===== src/rtl/osc_cal_pkg.sv =====
package osc_cal_pkg;
  typedef enum logic [1:0] {
    ST_IDLE  = 2'd0,
    ST_COUNT = 2'd1,
    ST_CALC  = 2'd2,
    ST_APPLY = 2'd3
  } cal_state_e;
endpackage


===== src/rtl/osc_edge_counter.sv =====
module osc_edge_counter #(
  parameter int CNT_W = 9
) (
  input  logic             clk_i,
  input  logic             rst_ni,
  input  logic             osc_i,
  input  logic             clr_i,
  input  logic             en_i,
  output logic [CNT_W-1:0] cnt_o
);
  logic [2:0]       sync_q;
  logic             rise;
  logic [CNT_W-1:0] cnt_q;

  always_ff @(posedge clk_i or negedge rst_ni) begin
    if (!rst_ni) sync_q <= '0;
    else         sync_q <= {sync_q[1:0], osc_i};
  end

  assign rise = sync_q[1] & ~sync_q[2];

  always_ff @(posedge clk_i or negedge rst_ni) begin
    if (!rst_ni)          cnt_q <= '0;
    else if (clr_i)       cnt_q <= '0;
    else if (en_i && rise) cnt_q <= cnt_q + 1'b1;
  end

  assign cnt_o = cnt_q;

  AST_CNT_CLEARED: assert property (@(posedge clk_i) disable iff (!rst_ni)
    clr_i |=> (cnt_o == '0));
endmodule


===== src/rtl/osc_diff_lut.sv =====
module osc_diff_lut #(
  parameter int CNT_W   = 9,
  parameter int TBL_AW  = 4,
  parameter int ENTRY_W = 11,
  parameter int NOM_OFS = 8
) (
  input  logic                      clk_i,
  input  logic                      rst_ni,
  input  logic                      we_i,
  input  logic [TBL_AW-1:0]         waddr_i,
  input  logic signed [ENTRY_W-1:0] wdata_i,
  input  logic [CNT_W-1:0]          cnt_cal_i,
  input  logic [CNT_W-1:0]          cnt_ref_i,
  output logic signed [ENTRY_W-1:0] entry_o
);
  localparam int TBL_DEPTH = 1 << TBL_AW;
  localparam int DIFF_W    = CNT_W + 2;
  localparam logic signed [DIFF_W-1:0] OFS_S = DIFF_W'(NOM_OFS);
  localparam logic signed [DIFF_W-1:0] LO_S  = DIFF_W'(-(TBL_DEPTH / 2));
  localparam logic signed [DIFF_W-1:0] HI_S  = DIFF_W'(TBL_DEPTH / 2 - 1);

  logic signed [ENTRY_W-1:0] tbl_q [TBL_DEPTH];
  logic signed [DIFF_W-1:0]  diff_s;
  logic signed [DIFF_W-1:0]  sat_s;
  logic [TBL_AW-1:0]         raddr;

  always_ff @(posedge clk_i or negedge rst_ni) begin
    if (!rst_ni) begin
      for (int i = 0; i < TBL_DEPTH; i++) tbl_q[i] <= '0;
    end else if (we_i) begin
      tbl_q[waddr_i] <= wdata_i;
    end
  end

  always_comb begin
    diff_s = $signed({2'b00, cnt_cal_i}) - $signed({2'b00, cnt_ref_i}) - OFS_S;
    if (diff_s < LO_S)      sat_s = LO_S;
    else if (diff_s > HI_S) sat_s = HI_S;
    else                    sat_s = diff_s;
    raddr = TBL_AW'(sat_s - LO_S);
  end

  assign entry_o = tbl_q[raddr];

  AST_TBL_WRITE_LANDS: assert property (@(posedge clk_i) disable iff (!rst_ni)
    we_i |=> (tbl_q[$past(waddr_i)] == $past(wdata_i)));
endmodule


===== src/rtl/osc_code_update.sv =====
module osc_code_update #(
  parameter int CODE_W   = 10,
  parameter int ENTRY_W  = 11,
  parameter int NOM_CODE = 512
) (
  input  logic                      clk_i,
  input  logic                      rst_ni,
  input  logic                      load_i,
  input  logic signed [ENTRY_W-1:0] entry_i,
  output logic [CODE_W-1:0]         code_o
);
  localparam int SUM_W = ((CODE_W > ENTRY_W) ? CODE_W : ENTRY_W) + 2;
  localparam logic signed [SUM_W-1:0] NOM_S = SUM_W'(NOM_CODE);
  localparam logic signed [SUM_W-1:0] MAX_S = SUM_W'((1 << CODE_W) - 1);

  logic signed [SUM_W-1:0] sum_s;
  logic [CODE_W-1:0]       next_code;
  logic [CODE_W-1:0]       code_q;

  always_comb begin
    sum_s = NOM_S + $signed({{(SUM_W-ENTRY_W){entry_i[ENTRY_W-1]}}, entry_i});
    if (sum_s < 0)          next_code = '0;
    else if (sum_s > MAX_S) next_code = '1;
    else                    next_code = sum_s[CODE_W-1:0];
  end

  always_ff @(posedge clk_i or negedge rst_ni) begin
    if (!rst_ni)     code_q <= CODE_W'(NOM_CODE);
    else if (load_i) code_q <= next_code;
  end

  assign code_o = code_q;
endmodule


===== src/rtl/osc_cal_top.sv =====
module osc_cal_top #(
  parameter int WIN_CYC     = 256,
  parameter int TBL_AW      = 4,
  parameter int ENTRY_W     = 11,
  parameter int CODE_W      = 10,
  parameter int NOM_CODE    = 512,
  parameter int NOM_CAL_CNT = 40,
  parameter int NOM_REF_CNT = 32
) (
  input  logic               clk_i,
  input  logic               rst_ni,
  input  logic               start_i,
  input  logic               osc_cal_i,
  input  logic               osc_ref_i,
  input  logic               tbl_we_i,
  input  logic [TBL_AW-1:0]  tbl_addr_i,
  input  logic [ENTRY_W-1:0] tbl_data_i,
  output logic               done_o,
  output logic [CODE_W-1:0]  code_o
);
  import osc_cal_pkg::*;

  localparam int CNT_W = $clog2(WIN_CYC + 1);

  cal_state_e                state_q, state_d;
  logic [CNT_W-1:0]          win_q;
  logic [CNT_W-1:0]          cnt_cal, cnt_ref;
  logic signed [ENTRY_W-1:0] entry_c, entry_q;
  logic                      accept, counting, load, done_q;

  assign accept   = (state_q == ST_IDLE) && start_i;
  assign counting = (state_q == ST_COUNT);
  assign load     = (state_q == ST_APPLY);

  always_comb begin
    state_d = state_q;
    unique case (state_q)
      ST_IDLE:  if (start_i) state_d = ST_COUNT;
      ST_COUNT: if (win_q == CNT_W'(WIN_CYC - 1)) state_d = ST_CALC;
      ST_CALC:  state_d = ST_APPLY;
      ST_APPLY: state_d = ST_IDLE;
      default:  state_d = ST_IDLE;
    endcase
  end

  always_ff @(posedge clk_i or negedge rst_ni) begin
    if (!rst_ni) begin
      state_q <= ST_IDLE;
      win_q   <= '0;
      entry_q <= '0;
      done_q  <= 1'b0;
    end else begin
      state_q <= state_d;
      done_q  <= load;
      if (accept)        win_q <= '0;
      else if (counting) win_q <= win_q + 1'b1;
      if (state_q == ST_CALC) entry_q <= entry_c;
    end
  end

  osc_edge_counter #(.CNT_W(CNT_W)) u_cnt_cal (
    .clk_i (clk_i), .rst_ni(rst_ni), .osc_i(osc_cal_i),
    .clr_i (accept), .en_i(counting), .cnt_o(cnt_cal)
  );

  osc_edge_counter #(.CNT_W(CNT_W)) u_cnt_ref (
    .clk_i (clk_i), .rst_ni(rst_ni), .osc_i(osc_ref_i),
    .clr_i (accept), .en_i(counting), .cnt_o(cnt_ref)
  );

  osc_diff_lut #(
    .CNT_W(CNT_W), .TBL_AW(TBL_AW), .ENTRY_W(ENTRY_W),
    .NOM_OFS(NOM_CAL_CNT - NOM_REF_CNT)
  ) u_lut (
    .clk_i    (clk_i),
    .rst_ni   (rst_ni),
    .we_i     (tbl_we_i),
    .waddr_i  (tbl_addr_i),
    .wdata_i  ($signed(tbl_data_i)),
    .cnt_cal_i(cnt_cal),
    .cnt_ref_i(cnt_ref),
    .entry_o  (entry_c)
  );

  osc_code_update #(
    .CODE_W(CODE_W), .ENTRY_W(ENTRY_W), .NOM_CODE(NOM_CODE)
  ) u_upd (
    .clk_i  (clk_i),
    .rst_ni (rst_ni),
    .load_i (load),
    .entry_i(entry_q),
    .code_o (code_o)
  );

  assign done_o = done_q;

  AST_DONE_SINGLE: assert property (@(posedge clk_i) disable iff (!rst_ni)
    done_o |=> !done_o);
  AST_CODE_HOLD: assert property (@(posedge clk_i) disable iff (!rst_ni)
    !done_o |-> $stable(code_o));
  AST_START_IGNORED: assert property (@(posedge clk_i) disable iff (!rst_ni)
    (state_q != ST_IDLE && start_i) |=> (state_q != ST_COUNT || win_q != '0));
endmodule


===== config.mk =====
export PLATFORM = sky130hd
export DESIGN_NAME = osc_cal_top
export DESIGN_NICKNAME = d
export VERILOG_FILES = /design/src/rtl/osc_cal_pkg.sv /design/src/rtl/osc_edge_counter.sv /design/src/rtl/osc_diff_lut.sv /design/src/rtl/osc_code_update.sv /design/src/rtl/osc_cal_top.sv
export SDC_FILE = /design/constraint.sdc
export NUM_CORES = 1
export LEC_CHECK = 0
export BUFFER_PORTS_ARGS = -buffer_cell sky130_fd_sc_hd__clkbuf_2
export CAP_MARGIN = 10
export CORE_ASPECT_RATIO = 1.5
export CORE_MARGIN = 2
export CORE_UTILIZATION = 27
export DETAILED_ROUTE_END_ITERATION = 6
export GPL_ROUTABILITY_DRIVEN = 0
export SLEW_MARGIN = 15
export SYNTH_ARGS = -nofsm -noshare
export SYNTH_HDL_FRONTEND = slang
export SYNTH_HIERARCHICAL = 1
export SYNTH_SLANG_ARGS = --single-unit
export TNS_END_PERCENT = 10

===== constraint.sdc =====
create_clock -name clk_i -period 5.2 [get_ports clk_i]
set_input_delay 0.52 -clock clk_i [delete_from_list [all_inputs] [get_ports clk_i]]
set_output_delay 0.52 -clock clk_i [all_outputs]
set_load 0.005 [all_outputs]

# ---- Word level (Yosys, flattened, before mapping)
# Index checks and enable logic that the tools add are counted.
# W data, S select, Z words.
dict set report word_totals {
  input_bits 21
  ff_bits 233
}
dict set report classes {
  n_mux 19
  magnitude_cmp 7
  addsub 7
  reduce_logical 9
  n_eq_ne 6
  n_bitwise 6
}
# cell n
set op_table {}
lappend op_table {{$bwmux W176} 1}
lappend op_table {{$mux W9} 6}
lappend op_table {{$bmux W11 S4} 1}
lappend op_table {{$demux W11 S4} 1}
lappend op_table {{$mux W11} 3}
lappend op_table {{$add A9 B1 Y9 const B} 3}
lappend op_table {{$mux W10} 2}
lappend op_table {{$add A11 B11 Y12 const A} 1}
lappend op_table {{$gt A12 B11 Y1 const B} 1}
lappend op_table {{$lt A12 B1 Y1 const B} 1}
lappend op_table {{$gt A11 B4 Y1 const B} 1}
lappend op_table {{$lt A11 B4 Y1 const B} 1}
lappend op_table {{$sub A10 B5 Y11 const B} 1}
lappend op_table {{$ge A5 B5 Y1 const B} 2}
lappend op_table {{$not A4 Y5} 2}
lappend op_table {{$sub A9 B9 Y10} 1}
lappend op_table {{$eq A9 B8 Y1 const B} 1}
lappend op_table {{$mux W4} 2}
lappend op_table {{$pmux W2 S4} 1}
lappend op_table {{$reduce_bool A2 Y1} 3}
lappend op_table {{$lt A5 B1 Y1 const B} 1}
lappend op_table {{$eq A2 B2 Y1 const B} 2}
lappend op_table {{$logic_and A1 B1 Y1} 4}
lappend op_table {{$mux W2} 2}
lappend op_table {{7 further kinds} 10}

# ---- Longest topological paths before layout
dict set report depth {
  ltp_word 10
  ltp_mapped 20
}

# ---- Modules after synthesis
# Netlist, hierarchy kept.
# mod cells_each seq_area_each_um2 area_per_inst_um2 n_inst
set by_module_without_submodules {}
lappend by_module_without_submodules {osc_diff_lut 725 4404.2 9061.2 1}
lappend by_module_without_submodules {osc_edge_counter 46 300.3 541.8 2}
lappend by_module_without_submodules {osc_cal_top 84 575.6 1034.7 1}
lappend by_module_without_submodules {osc_code_update 47 251.5 514.2 1}

# ---- Worst setup path after synthesis
# No wires, ideal clock.
dict set report synth_timing {
  kind {reg2reg}
  start {reg u_cnt_cal.cnt_q[0] (netlist: u_cnt_cal/cnt_o[0])}
  end {reg entry_q[10]}
  stages_incl_launch_ff 18
  t_arrival_ns 4.200
  n_path_buf 1
  synth_period_minus_slack_ns 4.324
  setup_slack_ns 0.876
  path_cell_list {dfrtp_1 -> inv_1 -> ha_1 -> fa_1 -> nand2b_1 -> a21oi_1 -> xnor2_1 -> ha_1 -> o41ai_1 -> a21boi_0 -> a2bb2oi_1 -> a211o_1 -> buf_4 -> nand2_1 -> nand3_1 -> o32ai_1 -> a41oi_2 -> mux2_2}
}
dict set report synth_via {
  elab_chain_len 10
}
# item line
set synth_lines {}
lappend synth_lines {{from (decl)} osc_edge_counter.sv:13} ;# logic [CNT_W-1:0] cnt_q;
lappend synth_lines {{from (signal assigned)} osc_edge_counter.sv:25} ;# else if (en_i && rise) cnt_q <= cnt_q + 1'b1;
lappend synth_lines {{$sub A9 B9 Y10 *} osc_diff_lut.sv:36} ;# diff_s = $signed({2'b00, cnt_cal_i}) - $signed({2'b00, cnt_ref_i}) - OFS_S;
lappend synth_lines {{$sub A10 B5 Y11 *} osc_diff_lut.sv:36}
lappend synth_lines {{$gt A11 B4 Y1} osc_diff_lut.sv:38} ;# else if (diff_s > HI_S) sat_s = HI_S;
lappend synth_lines {{$mux W4} osc_diff_lut.sv:38}
lappend synth_lines {{$mux W4 *} osc_diff_lut.sv:37} ;# if (diff_s < LO_S) sat_s = LO_S;
lappend synth_lines {{$sub A4 B4 Y4 *} osc_diff_lut.sv:40} ;# raddr = TBL_AW'(sat_s - LO_S);
lappend synth_lines {{$not A4 Y5 (not written as such) *} osc_diff_lut.sv:43} ;# assign entry_o = tbl_q[raddr];
lappend synth_lines {{$bmux W11 S4 *} osc_diff_lut.sv:43}
lappend synth_lines {{$mux W11 (not written as such) * (2 in a row)} osc_diff_lut.sv:43}
lappend synth_lines {{via entry_c[10]} osc_cal_top.sv:28} ;# logic signed [ENTRY_W-1:0] entry_c, entry_q;
lappend synth_lines {{to (signal assigned)} osc_cal_top.sv:57} ;# if (state_q == ST_CALC) entry_q <= entry_c;
lappend synth_lines {{to (decl)} osc_cal_top.sv:28}
# The timed path passes the listed nets; every way through them passes the cells marked *. The select of a mux whose other input is x is not followed.
# A chain may end at the register's enable or synchronous reset.

# ---- Worst setup path in the final report
dict set report layout_timing {
  start {reg u_cnt_cal.cnt_q[0] (netlist: u_cnt_cal/cnt_o[0])}
  end {reg entry_q[8]}
}
# Same word-level chain as after synthesis.

==> out/qor.log <==
INFO  outcome        run_status=finished clean
INFO  detailed_routing met3_length=1120um
INFO  detailed_routing route.layer.met1.wl=12000um
INFO  sta            layout_worst_path_cycle_share=0.951
INFO  worst_setup_path worst_setup_path_endpoint=entry_q[8]$_DFFE_PN0P_
INFO  grt            groute.usage.overall=0.131
INFO  synthesis      synth_top_cells_by_area=sky130_fd_sc_hd__dfrtp_1, sky130_fd_sc_hd__mux2_2, sky130_fd_sc_hd__ha_1, sky130_fd_sc_hd__nor2_1, sky130_fd_sc_hd__mux2i_1
INFO  pwr            switching_part_of_the_total=0.421
INFO  worst_setup_path timing_worst_setup_path_type=reg2reg
INFO  sta            tns=0ps
INFO  synthesis      fraction_of_registers_with_async_set_or_reset_after_synthesis=1.00
INFO  sta            fmax=202MHz
INFO  floorplanning  start_util=0.273
INFO  detailed_routing drt-initial-drc-count=492
INFO  detailed_routing post_drt_via_cell_ratio=5.13
INFO  grt            globalRoute.totalOverflow=0
INFO  worst_setup_path data_arrival_time_at_the_worst_slack_endpoint=5370ps
INFO  sta            relSlewSlack=0.149
INFO  pwr            p_leak=5.55nW
INFO  synthesis      synthXorXnorAreaFrac=0.0124
INFO  synthesis      syn-num-nets=992
INFO  detailed_routing routed-via-count=7954
INFO  worst_setup_path critical_path_peak_fanout=10
INFO  grt            grt_pass1_wl=46700um
INFO  min_path       worst_hold_path_type=in2reg
INFO  finish         multiInputGateArea=0.00551mm^2
INFO  sta            report.final.slew_viol_count=0
INFO  floorplanning  die_height=259um
INFO  sta            min_period=4950ps
INFO  clocking       cts-buffers-inserted=24
INFO  finish         antenna-diode-count=0
INFO  synthesis      dominant_combinational_cell_family_by_area_after_synthesis=multiplexers
INFO  finish         final_layout_size_suffix_gt1_frac=0.337
INFO  clocking       postCtsSetupBuffers=0
INFO  synthesis      multiplexer_fraction_of_the_synthesized_cell_area=0.203
INFO  clocking       root_buffer=sky130_fd_sc_hd__clkbuf_16
INFO  clocking       cts_htree_levels=1
INFO  grt            largest_net_degree_at_the_start_of_global_routing=134
INFO  min_path       min_from=osc_cal_i
INFO  worst_setup_path worst_r2r_path_depth=18
INFO  finish         flow.area_growth_from_synthesis=13.5%
INFO  synthesis      ys_ff_latch=233
INFO  synthesis      count_of_warnings_emitted_by_yosys=6
INFO  clocking       cts_sinks=233
INFO  pwr            cellInternalPower=4.86mW
INFO  pwr            power_density=632mW/mm^2
INFO  worst_setup_path startpoint=u_cnt_cal/cnt_o[0]$_DFFE_PN0P_
INFO  detailed_routing highest-signal-layer=met4
INFO  worst_setup_path worstSetupStartpointType=flip-flop
INFO  synthesis      average_instance_area_after_synthesis=12.3um^2
INFO  finish         regArea=0.00583mm^2
INFO  clocking       clock_latency_of_the_later_clocked_register_in_the_worst_skew_pair=540ps
INFO  placed_design  place_inst=1508
INFO  floorplanning  die_area=0.0450mm^2
INFO  synthesis      number_of_enable_flip_flop_cells_after_synthesis=0
INFO  grt            first_global_vias=8186
INFO  synthesis      synth.lib_cells_used.distinct=73
INFO  sta            grt_setup_unrepaired=false
INFO  placed_design  port-buffer-count=31
INFO  floorplanning  dieWidth=174um
INFO  pwr            p_comb_frac=0.506
INFO  sta            finClkSkew=19.5ps
INFO  sta            tightestPinTransition=1270ps
INFO  detailed_routing first_pass_iteration_count_of_the_detailed_router=5
INFO  detailed_routing wirelength=30100um
INFO  detailed_routing detail_route.drc_violations=0
INFO  floorplanning  floorplan.io_pins=32
INFO  synthesis      synth_area=0.0117mm^2
INFO  worst_setup_path cp_data_required_time=5620ps
INFO  clocking       cts_max_path_buffers=3
INFO  worst_setup_path r2r_start=u_cnt_cal/cnt_o[0]$_DFFE_PN0P_
INFO  finish         finish.cell_count_without_fillers=1552
INFO  synthesis      synth_top_area_share=0.496
INFO  detailed_routing wl_met2=15300um
INFO  pwr            pwr-share-clk=0.199
INFO  finish         nNetsFinal=1009
INFO  pwr            peakVddDrop=0.358mV
INFO  synthesis      post_synth_and_or_nand_nor_area_fraction=0.0862
INFO  clocking       tritoncts=yes
INFO  synthesis      synth-main-ff-cell=sky130_fd_sc_hd__dfrtp_1
INFO  synthesis      synth_adder_area_share=0.0253
INFO  worst_setup_path rr_endpoint=entry_q[8]$_DFFE_PN0P_
INFO  flow_run       maxCapViolCount=0
INFO  synthesis      area_leader_netlist=sky130_fd_sc_hd__dfrtp_1
INFO  min_path       hold_path_depth=1
INFO  clocking       clk_pin_slew=60ps
INFO  synthesis      netlist_instances=948
INFO  floorplanning  core_area=0.0428mm^2
INFO  synthesis      synth_compound_gate_area_share=0.140
INFO  finish         fill_cells=4406
INFO  detailed_routing wire_per_inst=19.4um
INFO  sta            setup_viol_count_final=0
INFO  grt            antenna_violations_before_repair=0
INFO  worst_setup_path crit_path_end_kind=flip-flop
INFO  worst_setup_path worst-r2r-setup-slack=250ps
INFO  sta            hold_viol_final=0
INFO  detailed_routing antenna_violation_net_count_after_detailed_routing=0
INFO  synthesis      post_synthesis_sequential_area_ratio=0.499
INFO  floorplanning  row_count=93
INFO  pwr            share_seq_of_total_power=0.295
INFO  placed_design  detailed_place_hpwl=20500um
INFO  pwr            total_switching_power=3.53mW
-- cell type report --
type,instances,area share
Inverter,21,0.00594
Tap cell,570,0.0537
Multi-Input combinational cell,630,0.415
Clock inverter,8,0.00622
Sequential cell,233,0.439
Timing Repair Buffer,55,0.0288
Clock buffer,35,0.0506
-- power by group through the flow --
stage                     clock network (mW)  logic, mW  registers (mW)
final                                   1.67       4.24            2.48
after floorplan                            0       3.05            2.41
after CTS                               1.72       4.17            2.47
after detailed placement                   0       4.15            2.50
after global routing                    1.80       4.60            2.53
after global placement                     0       4.10            2.49
-- registers in the layout, summed over array words and instances (netlist names) --
signal	cells
u_lut/tbl_q	176
entry_q	11
u_upd/code_o	10
u_cnt_cal/cnt_o	9
u_cnt_ref/cnt_o	9
win_q	9
u_cnt_cal/sync_q	3
u_cnt_ref/sync_q	3
state_q	2
done_o	1
-- critical path, cell delays in order (launching register included) --
cell and delay (ps):
sky130_fd_sc_hd__dfrtp_1 400, sky130_fd_sc_hd__inv_1 60, sky130_fd_sc_hd__ha_1 230, sky130_fd_sc_hd__fa_1 460
sky130_fd_sc_hd__nand2b_1 210, sky130_fd_sc_hd__a21oi_2 230, sky130_fd_sc_hd__xnor2_1 210, sky130_fd_sc_hd__ha_1 280
sky130_fd_sc_hd__o41ai_1 480, sky130_fd_sc_hd__a21boi_0 250, sky130_fd_sc_hd__a2bb2oi_1 140, sky130_fd_sc_hd__a211o_1 450
sky130_fd_sc_hd__buf_4 230, sky130_fd_sc_hd__a22oi_1 250, sky130_fd_sc_hd__buf_4 240, sky130_fd_sc_hd__o21ai_0 140
sky130_fd_sc_hd__o32ai_1 230, sky130_fd_sc_hd__a41oi_2 50, sky130_fd_sc_hd__mux2_2 280
-- how the worst min path moves through the flow --
| stage | end | slack (ps) |
|---|---|---|
| finish | u_cnt_cal/sync_q[0]$_DFF_PN0_ | 90 |
| global route | u_cnt_cal/sync_q[0]$_DFF_PN0_ | 60 |
| CTS | u_cnt_cal/sync_q[0]$_DFF_PN0_ | 60 |
| detailed placement | u_cnt_cal/sync_q[1]$_DFF_PN0_ | 340 |
| global placement | u_cnt_cal/sync_q[1]$_DFF_PN0_ | 330 |
| floorplan | done_o$_DFF_PN0_ | 220 |
-- layout by cell type, fill, tap and decap left out, types with 3 or more instances in the layout --
cell type                   netlist  final
sky130_fd_sc_hd__nand4_1         10     10
sky130_fd_sc_hd__o221a_2         10     10
sky130_fd_sc_hd__o221a_1         10     10
sky130_fd_sc_hd__or3_1            8      8
sky130_fd_sc_hd__a22oi_1         12     12
sky130_fd_sc_hd__a21oi_1         25     23
sky130_fd_sc_hd__clkbuf_16        0     24
sky130_fd_sc_hd__a41oi_1          7      7
sky130_fd_sc_hd__and2_1           6      6
sky130_fd_sc_hd__ha_1            22     22
sky130_fd_sc_hd__o31ai_1         19     19
sky130_fd_sc_hd__or4_1            8      8
sky130_fd_sc_hd__clkbuf_2         0     30
sky130_fd_sc_hd__nor2b_1         12     11
sky130_fd_sc_hd__buf_4            4     21
sky130_fd_sc_hd__inv_1           20     20
sky130_fd_sc_hd__nand3_1         11     11
sky130_fd_sc_hd__o221ai_2        10     10
sky130_fd_sc_hd__nand2b_1        17     17
sky130_fd_sc_hd__o21ai_1          6      6
sky130_fd_sc_hd__nor2_1          71     70
sky130_fd_sc_hd__nand2_1         19     19
sky130_fd_sc_hd__dfrtp_1        232    232
sky130_fd_sc_hd__mux2i_1         25     25
sky130_fd_sc_hd__a41oi_2          5      5
sky130_fd_sc_hd__nand3b_1         4      4
sky130_fd_sc_hd__mux2_2         189    189
sky130_fd_sc_hd__xnor2_1          6      5
sky130_fd_sc_hd__clkbuf_8         0      3
sky130_fd_sc_hd__o21ai_0         26     26
sky130_fd_sc_hd__buf_12           0      3
sky130_fd_sc_hd__o221ai_1        22     22
sky130_fd_sc_hd__clkbuf_1        33      8
sky130_fd_sc_hd__clkinv_2         0      4
sky130_fd_sc_hd__o32ai_1         10     10
sky130_fd_sc_hd__xor2_1           8      8
sky130_fd_sc_hd__a221o_1          3      3
-- what timing repair did --
item,CTS,global route
endpoints found under the setup margin,1,11
gates cloned,0,1
resized for setup,1,2
hold buffers,0,0
pin swaps,0,2
-- cell families (layout without fill, tap and decap cells) --
group	after synthesis	in the layout
adder cells (fa/ha/maj)	23	23
AND/OR/NAND/NOR	183	183
XOR/XNOR	15	15
AO/OA/AOI/OAI	194	195
flip-flops	233	233
buffers and inverters	86	119
multiplexers	214	214
-- stage by stage --
stage	hold slack, ps	power (mW)	instance area (um^2)	util	setup slack [ps]
finish	89.2	8.39	13300	0.310	254
global route	56.8	8.92	13300	0.310	18.4
CTS	60.5	8.37	13200	0.309	148
detailed placement	336	6.65	12500	0.292	59.3
global placement	334	6.59	12500	0.292	173
floorplan	224	5.46	11700	-	876
-- synthesized netlist by cell type, types with 7 or more instances --
library cell               instances
sky130_fd_sc_hd__o221a_1          10
sky130_fd_sc_hd__nor2b_1          12
sky130_fd_sc_hd__buf_1            12
sky130_fd_sc_hd__nand3_1          11
sky130_fd_sc_hd__o31ai_1          19
sky130_fd_sc_hd__o32ai_1          10
sky130_fd_sc_hd__nor2_1           71
sky130_fd_sc_hd__nand2_1          19
sky130_fd_sc_hd__a41oi_1           7
sky130_fd_sc_hd__xor2_1            8
sky130_fd_sc_hd__inv_1            20
sky130_fd_sc_hd__or4_1             8
sky130_fd_sc_hd__o21ai_0          26
sky130_fd_sc_hd__o221ai_2         10
sky130_fd_sc_hd__or3_1             8
sky130_fd_sc_hd__ha_1             22
sky130_fd_sc_hd__clkbuf_1         33
sky130_fd_sc_hd__a21oi_1          25
sky130_fd_sc_hd__o221a_2          10
sky130_fd_sc_hd__dfrtp_1         232
sky130_fd_sc_hd__mux2i_1          25
sky130_fd_sc_hd__nand2b_1         17
sky130_fd_sc_hd__a22oi_1          12
sky130_fd_sc_hd__buf_2            10
sky130_fd_sc_hd__nand4_1          10
sky130_fd_sc_hd__o221ai_1         22
sky130_fd_sc_hd__mux2_2          189
-- layer usage --
metal,vias up,global-route usage
met1,4113,0.148
li1,3575,-
met5,-,0
met4,0,0.0801
met3,69,0.0172
met2,197,0.233
Note: power is estimated with default switching activity, not from simulation.
